$ cat src/rtl/gpio_dual_pkg.sv
package gpio_dual_pkg;

    parameter int GPIO_DW   = 32;
    parameter int GPIO_NP   = 2;
    parameter int GPIO_OFFW = 8;

    localparam logic [3:0] GRP_OE = 4'h4;
    localparam logic [3:0] GRP_OV = 4'h5;
    localparam logic [3:0] GRP_PV = 4'h6;

    typedef enum logic [1:0] {
        OP_LOAD = 2'd0,
        OP_SET  = 2'd1,
        OP_CLR  = 2'd2,
        OP_TGL  = 2'd3
    } wop_e;

    typedef enum logic [1:0] {
        TGT_NONE = 2'd0,
        TGT_OE   = 2'd1,
        TGT_OV   = 2'd2,
        TGT_PV   = 2'd3
    } tgt_e;

    typedef struct packed {
        logic                 valid;
        tgt_e                 tgt;
        wop_e                 op;
        logic [GPIO_DW-1:0]   data;
    } wreq_t;

    function automatic tgt_e decode_tgt(input logic [GPIO_OFFW-1:0] off);
        tgt_e t;
        unique case (off[7:4])
            GRP_OE:  t = TGT_OE;
            GRP_OV:  t = TGT_OV;
            GRP_PV:  t = (off[3:2] == 2'd0) ? TGT_PV : TGT_NONE;
            default: t = TGT_NONE;
        endcase
        return t;
    endfunction

    function automatic wreq_t make_req(input logic hit,
                                       input logic [GPIO_OFFW-1:0] off,
                                       input logic [GPIO_DW-1:0] data);
        wreq_t r;
        r.tgt   = decode_tgt(off);
        r.op    = wop_e'(off[3:2]);
        r.data  = data;
        r.valid = hit && (r.tgt == TGT_OE || r.tgt == TGT_OV);
        return r;
    endfunction

    function automatic logic [GPIO_DW-1:0] apply_op(input logic [GPIO_DW-1:0] cur,
                                                    input wop_e op,
                                                    input logic [GPIO_DW-1:0] d);
        logic [GPIO_DW-1:0] n;
        unique case (op)
            OP_LOAD: n = d;
            OP_SET:  n = cur | d;
            OP_CLR:  n = cur & ~d;
            OP_TGL:  n = cur ^ d;
            default: n = cur;
        endcase
        return n;
    endfunction

endpackage

$ cat src/rtl/gpio_lb_if.sv
module gpio_lb_if
    import gpio_dual_pkg::*;
#(
    parameter int NPORT  = GPIO_NP,
    parameter int DW     = GPIO_DW,
    localparam int PSELW = (NPORT > 1) ? $clog2(NPORT) : 1,
    localparam int ADDRW = GPIO_OFFW + PSELW
) (
    input  logic                      clk,
    input  logic                      rst,
    input  logic                      lb_en,
    input  logic                      lb_we,
    input  logic [ADDRW-1:0]          lb_addr,
    input  logic [DW-1:0]             lb_wdata,
    input  logic [NPORT-1:0][DW-1:0]  pv,
    output wreq_t [NPORT-1:0]         req,
    output logic [DW-1:0]             lb_rdata
);

    logic [PSELW-1:0]     psel;
    logic [GPIO_OFFW-1:0] off;
    tgt_e                 rd_tgt;
    logic [DW-1:0]        rd_next;

    assign psel   = lb_addr[ADDRW-1:GPIO_OFFW];
    assign off    = lb_addr[GPIO_OFFW-1:0];
    assign rd_tgt = decode_tgt(off);

    for (genvar p = 0; p < NPORT; p++) begin : g_req
        assign req[p] = make_req(lb_en && lb_we && (psel == PSELW'(p)), off, lb_wdata);
    end

    always_comb begin
        rd_next = '0;
        for (int p = 0; p < NPORT; p++) begin
            if (lb_en && !lb_we && rd_tgt == TGT_PV && psel == PSELW'(p))
                rd_next = pv[p];
        end
    end

    always_ff @(posedge clk) begin
        if (rst) lb_rdata <= '0;
        else     lb_rdata <= rd_next;
    end

    a_r7_wo_alias_reads_zero: assert property (@(posedge clk) disable iff (rst)
        (lb_en && !lb_we && (off[7:4] == GRP_OE || off[7:4] == GRP_OV)) |=> (lb_rdata == '0));

    a_r13_single_port_per_cycle: assert property (@(posedge clk) disable iff (rst)
        $countones({req[NPORT-1].valid, req[0].valid}) <= 1);

endmodule

$ cat src/rtl/gpio_pb_if.sv
module gpio_pb_if
    import gpio_dual_pkg::*;
#(
    parameter int NPORT  = GPIO_NP,
    parameter int DW     = GPIO_DW,
    localparam int PSELW = (NPORT > 1) ? $clog2(NPORT) : 1,
    localparam int ADDRW = GPIO_OFFW + PSELW
) (
    input  logic                      clk,
    input  logic                      rst,
    input  logic                      pb_valid,
    input  logic                      pb_write,
    input  logic [ADDRW-1:0]          pb_addr,
    input  logic [DW-1:0]             pb_wdata,
    input  logic [NPORT-1:0][DW-1:0]  oe,
    input  logic [NPORT-1:0][DW-1:0]  ov,
    input  logic [NPORT-1:0][DW-1:0]  pv,
    output wreq_t [NPORT-1:0]         req,
    output logic                      pb_ready,
    output logic [DW-1:0]             pb_rdata
);

    logic [PSELW-1:0]     psel;
    logic [GPIO_OFFW-1:0] off;
    logic                 xfer;

    assign psel = pb_addr[ADDRW-1:GPIO_OFFW];
    assign off  = pb_addr[GPIO_OFFW-1:0];
    assign xfer = pb_valid && pb_ready;

    // one wait state: ready is a single-cycle pulse one cycle after valid
    always_ff @(posedge clk) begin
        if (rst) pb_ready <= 1'b0;
        else     pb_ready <= pb_valid && !pb_ready;
    end

    for (genvar p = 0; p < NPORT; p++) begin : g_req
        assign req[p] = make_req(xfer && pb_write && (psel == PSELW'(p)), off, pb_wdata);
    end

    always_comb begin
        pb_rdata = '0;
        for (int p = 0; p < NPORT; p++) begin
            if (xfer && !pb_write && psel == PSELW'(p)) begin
                if (off[3:2] == 2'd0) begin
                    unique case (off[7:4])
                        GRP_OE:  pb_rdata = oe[p];
                        GRP_OV:  pb_rdata = ov[p];
                        GRP_PV:  pb_rdata = pv[p];
                        default: pb_rdata = '0;
                    endcase
                end
            end
        end
    end

    a_r9_ready_one_cycle: assert property (@(posedge clk) disable iff (rst)
        pb_ready |=> !pb_ready);

    a_r9_ready_follows_valid: assert property (@(posedge clk) disable iff (rst)
        $rose(pb_ready) |-> $past(pb_valid));

endmodule

$ cat src/rtl/gpio_port_regs.sv
module gpio_port_regs
    import gpio_dual_pkg::*;
#(
    parameter int DW = GPIO_DW
) (
    input  logic           clk,
    input  logic           rst,
    input  wreq_t          pb_req,
    input  wreq_t          lb_req,
    input  logic [DW-1:0]  pin,
    output logic [DW-1:0]  oe,
    output logic [DW-1:0]  ov,
    output logic [DW-1:0]  pv
);

    logic [DW-1:0] oe_mid, ov_mid, oe_nxt, ov_nxt;
    logic [DW-1:0] sync1;

    // peripheral operation first, local operation applied on top
    always_comb begin
        oe_mid = oe;
        ov_mid = ov;
        if (pb_req.valid && pb_req.tgt == TGT_OE) oe_mid = apply_op(oe, pb_req.op, pb_req.data);
        if (pb_req.valid && pb_req.tgt == TGT_OV) ov_mid = apply_op(ov, pb_req.op, pb_req.data);
        oe_nxt = oe_mid;
        ov_nxt = ov_mid;
        if (lb_req.valid && lb_req.tgt == TGT_OE) oe_nxt = apply_op(oe_mid, lb_req.op, lb_req.data);
        if (lb_req.valid && lb_req.tgt == TGT_OV) ov_nxt = apply_op(ov_mid, lb_req.op, lb_req.data);
    end

    always_ff @(posedge clk) begin
        if (rst) begin
            oe    <= '0;
            ov    <= '0;
            sync1 <= '0;
            pv    <= '0;
        end else begin
            oe    <= oe_nxt;
            ov    <= ov_nxt;
            sync1 <= pin;
            pv    <= sync1;
        end
    end

    logic [1:0] since_rst;
    always_ff @(posedge clk) begin
        if (rst)                 since_rst <= '0;
        else if (since_rst != 2) since_rst <= since_rst + 2'd1;
    end

    a_r1_reset_clears: assert property (@(posedge clk)
        rst |=> (oe == '0 && ov == '0));

    a_r8_idle_holds: assert property (@(posedge clk) disable iff (rst)
        (!pb_req.valid && !lb_req.valid) |=> ($stable(oe) && $stable(ov)));

    a_r11_local_last: assert property (@(posedge clk) disable iff (rst)
        (pb_req.valid && lb_req.valid && lb_req.tgt == TGT_OV && lb_req.op == OP_LOAD)
        |=> (ov == $past(lb_req.data)));

    a_r12_two_stage: assert property (@(posedge clk) disable iff (rst)
        (since_rst == 2) |-> (pv == $past(pin, 2)));

endmodule

$ cat src/rtl/gpio_dual_bus.sv
module gpio_dual_bus
    import gpio_dual_pkg::*;
#(
    parameter int NPORT  = GPIO_NP,
    parameter int DW     = GPIO_DW,
    localparam int PSELW = (NPORT > 1) ? $clog2(NPORT) : 1,
    localparam int ADDRW = GPIO_OFFW + PSELW
) (
    input  logic                 clk,
    input  logic                 rst,
    input  logic                 lb_en,
    input  logic                 lb_we,
    input  logic [ADDRW-1:0]     lb_addr,
    input  logic [DW-1:0]        lb_wdata,
    output logic [DW-1:0]        lb_rdata,
    input  logic                 pb_valid,
    input  logic                 pb_write,
    input  logic [ADDRW-1:0]     pb_addr,
    input  logic [DW-1:0]        pb_wdata,
    output logic                 pb_ready,
    output logic [DW-1:0]        pb_rdata,
    input  logic [NPORT*DW-1:0]  pin_in,
    output logic [NPORT*DW-1:0]  oe_out,
    output logic [NPORT*DW-1:0]  ov_out
);

    logic [NPORT-1:0][DW-1:0] oe_v, ov_v, pv_v, pin_v;
    wreq_t [NPORT-1:0]        lb_req, pb_req;

    assign pin_v  = pin_in;
    assign oe_out = oe_v;
    assign ov_out = ov_v;

    gpio_lb_if #(.NPORT(NPORT), .DW(DW)) u_lb (
        .clk      (clk),
        .rst      (rst),
        .lb_en    (lb_en),
        .lb_we    (lb_we),
        .lb_addr  (lb_addr),
        .lb_wdata (lb_wdata),
        .pv       (pv_v),
        .req      (lb_req),
        .lb_rdata (lb_rdata)
    );

    gpio_pb_if #(.NPORT(NPORT), .DW(DW)) u_pb (
        .clk      (clk),
        .rst      (rst),
        .pb_valid (pb_valid),
        .pb_write (pb_write),
        .pb_addr  (pb_addr),
        .pb_wdata (pb_wdata),
        .oe       (oe_v),
        .ov       (ov_v),
        .pv       (pv_v),
        .req      (pb_req),
        .pb_ready (pb_ready),
        .pb_rdata (pb_rdata)
    );

    for (genvar p = 0; p < NPORT; p++) begin : g_port
        gpio_port_regs #(.DW(DW)) u_regs (
            .clk    (clk),
            .rst    (rst),
            .pb_req (pb_req[p]),
            .lb_req (lb_req[p]),
            .pin    (pin_v[p]),
            .oe     (oe_v[p]),
            .ov     (ov_v[p]),
            .pv     (pv_v[p])
        );
    end

    a_r6_write_one_port: assert property (@(posedge clk) disable iff (rst)
        (lb_en && lb_we && !pb_valid && lb_addr[ADDRW-1] == 1'b1)
        |=> ($stable(oe_v[0]) && $stable(ov_v[0])));

endmodule

$ cat config.mk
export PLATFORM = sky130hd
export DESIGN_NAME = gpio_dual_bus
export DESIGN_NICKNAME = d
export VERILOG_FILES = /design/src/rtl/gpio_dual_pkg.sv /design/src/rtl/gpio_lb_if.sv /design/src/rtl/gpio_pb_if.sv /design/src/rtl/gpio_port_regs.sv /design/src/rtl/gpio_dual_bus.sv
export SDC_FILE = /design/constraint.sdc
export NUM_CORES = 1
export LEC_CHECK = 0
export CORE_ASPECT_RATIO = 0.8
export CORE_MARGIN = 8
export CORE_UTILIZATION = 24
export DETAILED_ROUTE_END_ITERATION = 16
export DONT_BUFFER_PORTS = 1
export PLACE_DENSITY = 0.47
export SLEW_MARGIN = 20
export SYNTH_ARGS = -nofsm -noshare
export SYNTH_HDL_FRONTEND = slang
export SYNTH_HIERARCHICAL = 1
export SYNTH_SLANG_ARGS = --single-unit
$ cat constraint.sdc
create_clock -name clk -period 9.2 [get_ports clk]
set_input_delay 0.92 -clock clk [delete_from_list [all_inputs] [get_ports clk]]
set_output_delay 0.92 -clock clk [all_outputs]
set_load 0.01 [all_outputs]
==> impl_summary.txt <==
----------------------------------------------------
[Synth]
  Top cells by area, synth ... sky130_fd_sc_hd__dfxtp_1 (22%), sky130_fd_sc_hd__ha_1 (19%), sky130_fd_sc_hd__mux4_2 (9.3%)
  Area fraction of the dominant cell type after synthesis ... roughly 22%
  Sequential element share of the synthesized area ... 22.47%
  Number of cells produced by synthesis ... between 2k and 3k
  Number of distinct library cells after synthesis ... 52
  Number of synthesized register bits ... 289
  Post-synth EDFFs ... 0
  Cell taking the most area after synthesis ... sky130_fd_sc_hd__dfxtp_1
  Nets in the synthesized netlist ... 3386
  Syn_area_per_cell ... about 9 sq um
  Syn Std Cell Area ... 0.02575 sq mm
  Synthesis warning total ... 6
  Primary FF master, synth ... sky130_fd_sc_hd__dfxtp_1
  Most frequent cell after synthesis ... sky130_fd_sc_hd__ha_1
  Fraction of synthesis flops using an asynchronous set or reset pin ... 0%
  Top cells by instance count after synthesis ... sky130_fd_sc_hd__ha_1 (385), sky130_fd_sc_hd__inv_1 (372), sky130_fd_sc_hd__dfxtp_1 (289)

[Timing]
  Max Fclk ... 242.3 MHz
  Number of pins exceeding their max-slew limit in the final report ... 0
  Final Critical Period ... 4.127 ns
  Clock skew ... 0.01397 ns
  Final setup violation count ... 0
  Setup total negative slack ... 0 ns
  Worst Setup Slack, final ... 5.073 ns
  Share of the clock period used by the worst path ... 44.86%
  Final Hold Fails ... 0
  Relative slew margins ... roughly a quarter
  Worst Max-Slew Pin Slew ... 1.136 ns
  RSZ-0062 raised after global routing ... false

[Clock network]
  Total clock buffers created by CTS ... 31
  Maximum root-to-sink buffer count ... 3
  Clk Latency, worst-skew pair ... about 0.64 ns
  Clock tree from TritonCTS ... yes
  # hold bufs at CTS ... 0
  Clock input transition at the sequential cells of the worst setup and hold paths ... 0.07 ns
  Post-CTS setup-driven buffer insertion count ... 0
  Root buffer cell ... sky130_fd_sc_hd__clkbuf_16
  TritonCTS sink count ... roughly 290
  Htree depth ... 1
  Resized cells post-CTS ... 0

[Drt]
  Routed len/inst ... 25.68 microns
  1st-pass router iterations ... 7
  DR vias ... 19.91k
  Final routed DRC violation total ... 0
  Detailed router's first-iteration violation count ... 1557
  Number of routed nets with antenna violations ... 0
  Vias/cell ... 4.953
  Drt total wl ... 103.2 mm

[Global route]
  Number of antenna violations at the first check in global routing ... 33
  Global-route wire length before repair ... 145.2 mm
  Global Route Usage Sum ... 16.73%
  Final global-route overflow total ... 0
  Number of global-route vias before repair ... 18.54k
  Pin count of the biggest net entering global routing ... 225

[Critical path]
  Critical-path maximum fanout ... 67
  CP most frequent cell ... sky130_fd_sc_hd__nor2_1
  Reg-to-reg endpoint ... g_port[1].u_regs/oe[26]
  Internal reg-to-reg setup slack ... just under 6 ns
  Critical register-to-register path startpoint ... u_pb/pb_ready
  Delay contributed by the slowest stage of the critical path ... ~0.9 ns
  Required time of the critical path ... 9.74 ns
  CP max stage cell ... sky130_fd_sc_hd__and3b_2
  Setup crit end kind ... flop
  Sequence of cells on the critical path ... nor3b_4 > buf_4 > nand3_1 > nor2_1 > and3b_2 > nor2_1 > a21o_1 > ha_1 > nand3b_1 > o2111ai_1 > o22ai_1 > nor4_1
  Number of cells traversed by the worst register-to-register path ... 11
  Setup Crit Path Kind ... input pin to flop
  Setup crit start kind ... input pin
  Arr. time, crit path ... roughly 4.7 ns

[Layout]
  Area overhead of the layout relative to synthesis ... 3.742%
  Area used by sequential logic in the layout ... roughly 0.0058 sq mm
  Area of the multi-input gates ... 0.01653 sq mm
  Post-route design area ... 0.02671 sq mm
  Filler Cell Count ... 11.56k
  NumNets Final ... 3108
  Fraction of layout cells with a size suffix above 1 ... 13.37%

[Worst hold path]
  Terminating pin of the worst hold path ... g_port[0].u_regs/ov[22]
  Source of the worst hold timing path ... rst
  Cell count of the worst hold path ... 1
  Hold Path Class ... input pin to flop

[Floorplanning]
  Starting density of the core ... 24.19%
  Number of primary I/O pins ... 345
  Y dimension of the die ... about 310 microns
  Die area ... 0.1181 sq mm
  Horizontal extent of the die ... 382.2 microns
  Core Footprint ... 0.1064 sq mm
  Number of placement rows ... 107

[Outcome]
  Outcome ... finished, final reports clean

[Placed design]
  Gp weighted congestion ... 0.8061
  HPWL after DPL ... 76.36 mm
  I/O Buffers ... 0
  Cell Area, Placed ... 0.02566 sq mm
  Post-Place Worst Slack ... approximately 4.4 ns

[Power and ir drop]
  PwrDens ... 110.9 mW/mm^2
  Reported leakage power ... around 12 nW
  Worst IR Drop VDD ... 145.2 uV

[Run]
  Max cap viols ... 0

----------------------------------------------------
==> critical path, delay by kind of cell <==
| kind | cells | cell delay [ns] |
|---|---|---|
| fa+ha+maj | 1 | 0.25 |
| simple gates | 7 | 2.28 |
| compound gates | 3 | 0.44 |
| buf+inv | 1 | 0.68 |
==> routing by layer <==
layer	share of wire, %	track usage, %
met1	43	22.05
met2	43	25.80
met3	12	7.175
met4	2.0	2.717
met5	0.13	0
==> kinds of logic (layout without fill, tap and decap cells) <==
kind of cell,Yosys count,in the layout,share of synthesized area [%]
compound gates,621,621,16.59
fa+ha+maj,385,385,18.71
buf+inv,708,454,13.45
flops,289,289,22.47
mux,338,338,18.99
other cells,0,8,0
simple gates,508,508,9.792
==> metrics by stage <==
stage          utilization, %  cells  hold WS, ns  total power, mW
2_1_floorplan               -   2849       0.4138            1.707
3_3_place_gp            24.11   3955       0.4166            1.635
3_5_place_dp            24.11   3955       0.4212            1.644
4_1_cts                 25.08   4012       0.3299            3.001
5_1_grt                 25.08   4012       0.3280            3.096
6_report                25.10   4020       0.3711            2.962
==> report_power, final <==
part           switching (mW)  internal (mW)
Clock                   0.642          0.703
Combinational           0.156          0.171
Sequential             0.0126           1.28
Total                   0.810           2.15
==> area by class of cell <==
type | instances | area share, %
timing repair buffer | 22 | 0.6183
clock buffer | 34 | 3.021
multi-input combinational | 1852 | 61.88
sequential | 289 | 21.66
tap | 1417 | 6.637
antenna | 8 | 0.07494
inverter | 375 | 5.270
clock inverter | 23 | 0.8384
==> cell usage in the layout (no fill, tap or decap), types with 15 or more instances in the layout <==
cell,n
sky130_fd_sc_hd__a211oi_1,48
sky130_fd_sc_hd__a21oi_1,175
sky130_fd_sc_hd__a22oi_1,64
sky130_fd_sc_hd__buf_4,22
sky130_fd_sc_hd__clkbuf_16,31
sky130_fd_sc_hd__dfxtp_1,289
sky130_fd_sc_hd__ha_1,385
sky130_fd_sc_hd__inv_1,372
sky130_fd_sc_hd__mux2_2,138
sky130_fd_sc_hd__mux2i_1,88
sky130_fd_sc_hd__mux4_2,106
sky130_fd_sc_hd__nand2_1,62
sky130_fd_sc_hd__nand2b_1,32
sky130_fd_sc_hd__nor2_1,221
sky130_fd_sc_hd__nor2b_1,134
sky130_fd_sc_hd__o211ai_1,36
sky130_fd_sc_hd__o21a_1,15
sky130_fd_sc_hd__o21ai_0,40
sky130_fd_sc_hd__o221ai_1,26
sky130_fd_sc_hd__o22ai_1,60
sky130_fd_sc_hd__o2bb2ai_1,74
==> how the worst max path moves through the flow <==
| stage | start | end | slack (ns) | cells after the start |
|---|---|---|---|---|
| finish | pb_addr[7] | g_port[1].u_regs/oe[26] | 5.07 | 12 |
| global route | pb_addr[7] | g_port[1].u_regs/oe[26] | 4.68 | 12 |
| CTS | pb_addr[7] | g_port[1].u_regs/oe[12] | 5.13 | 11 |
| detailed placement | pb_addr[7] | g_port[1].u_regs/oe[26] | 4.44 | 12 |
| global placement | pb_addr[7] | g_port[1].u_regs/oe[12] | 4.48 | 11 |
| floorplan | pb_addr[7] | g_port[1].u_regs/ov[26] | 5.63 | 14 |
==> state kept, by name, summed over array words and instances, names as in the netlist <==
name and cells:
u_lb/lb_rdata 32, g_port.u_regs/sync1 64, g_port.u_regs/oe 64, u_pb/pb_ready 1
g_port.u_regs/pv 64, g_port.u_regs/ov 64
No activity file was read; power rests on OpenSTA's default activity.
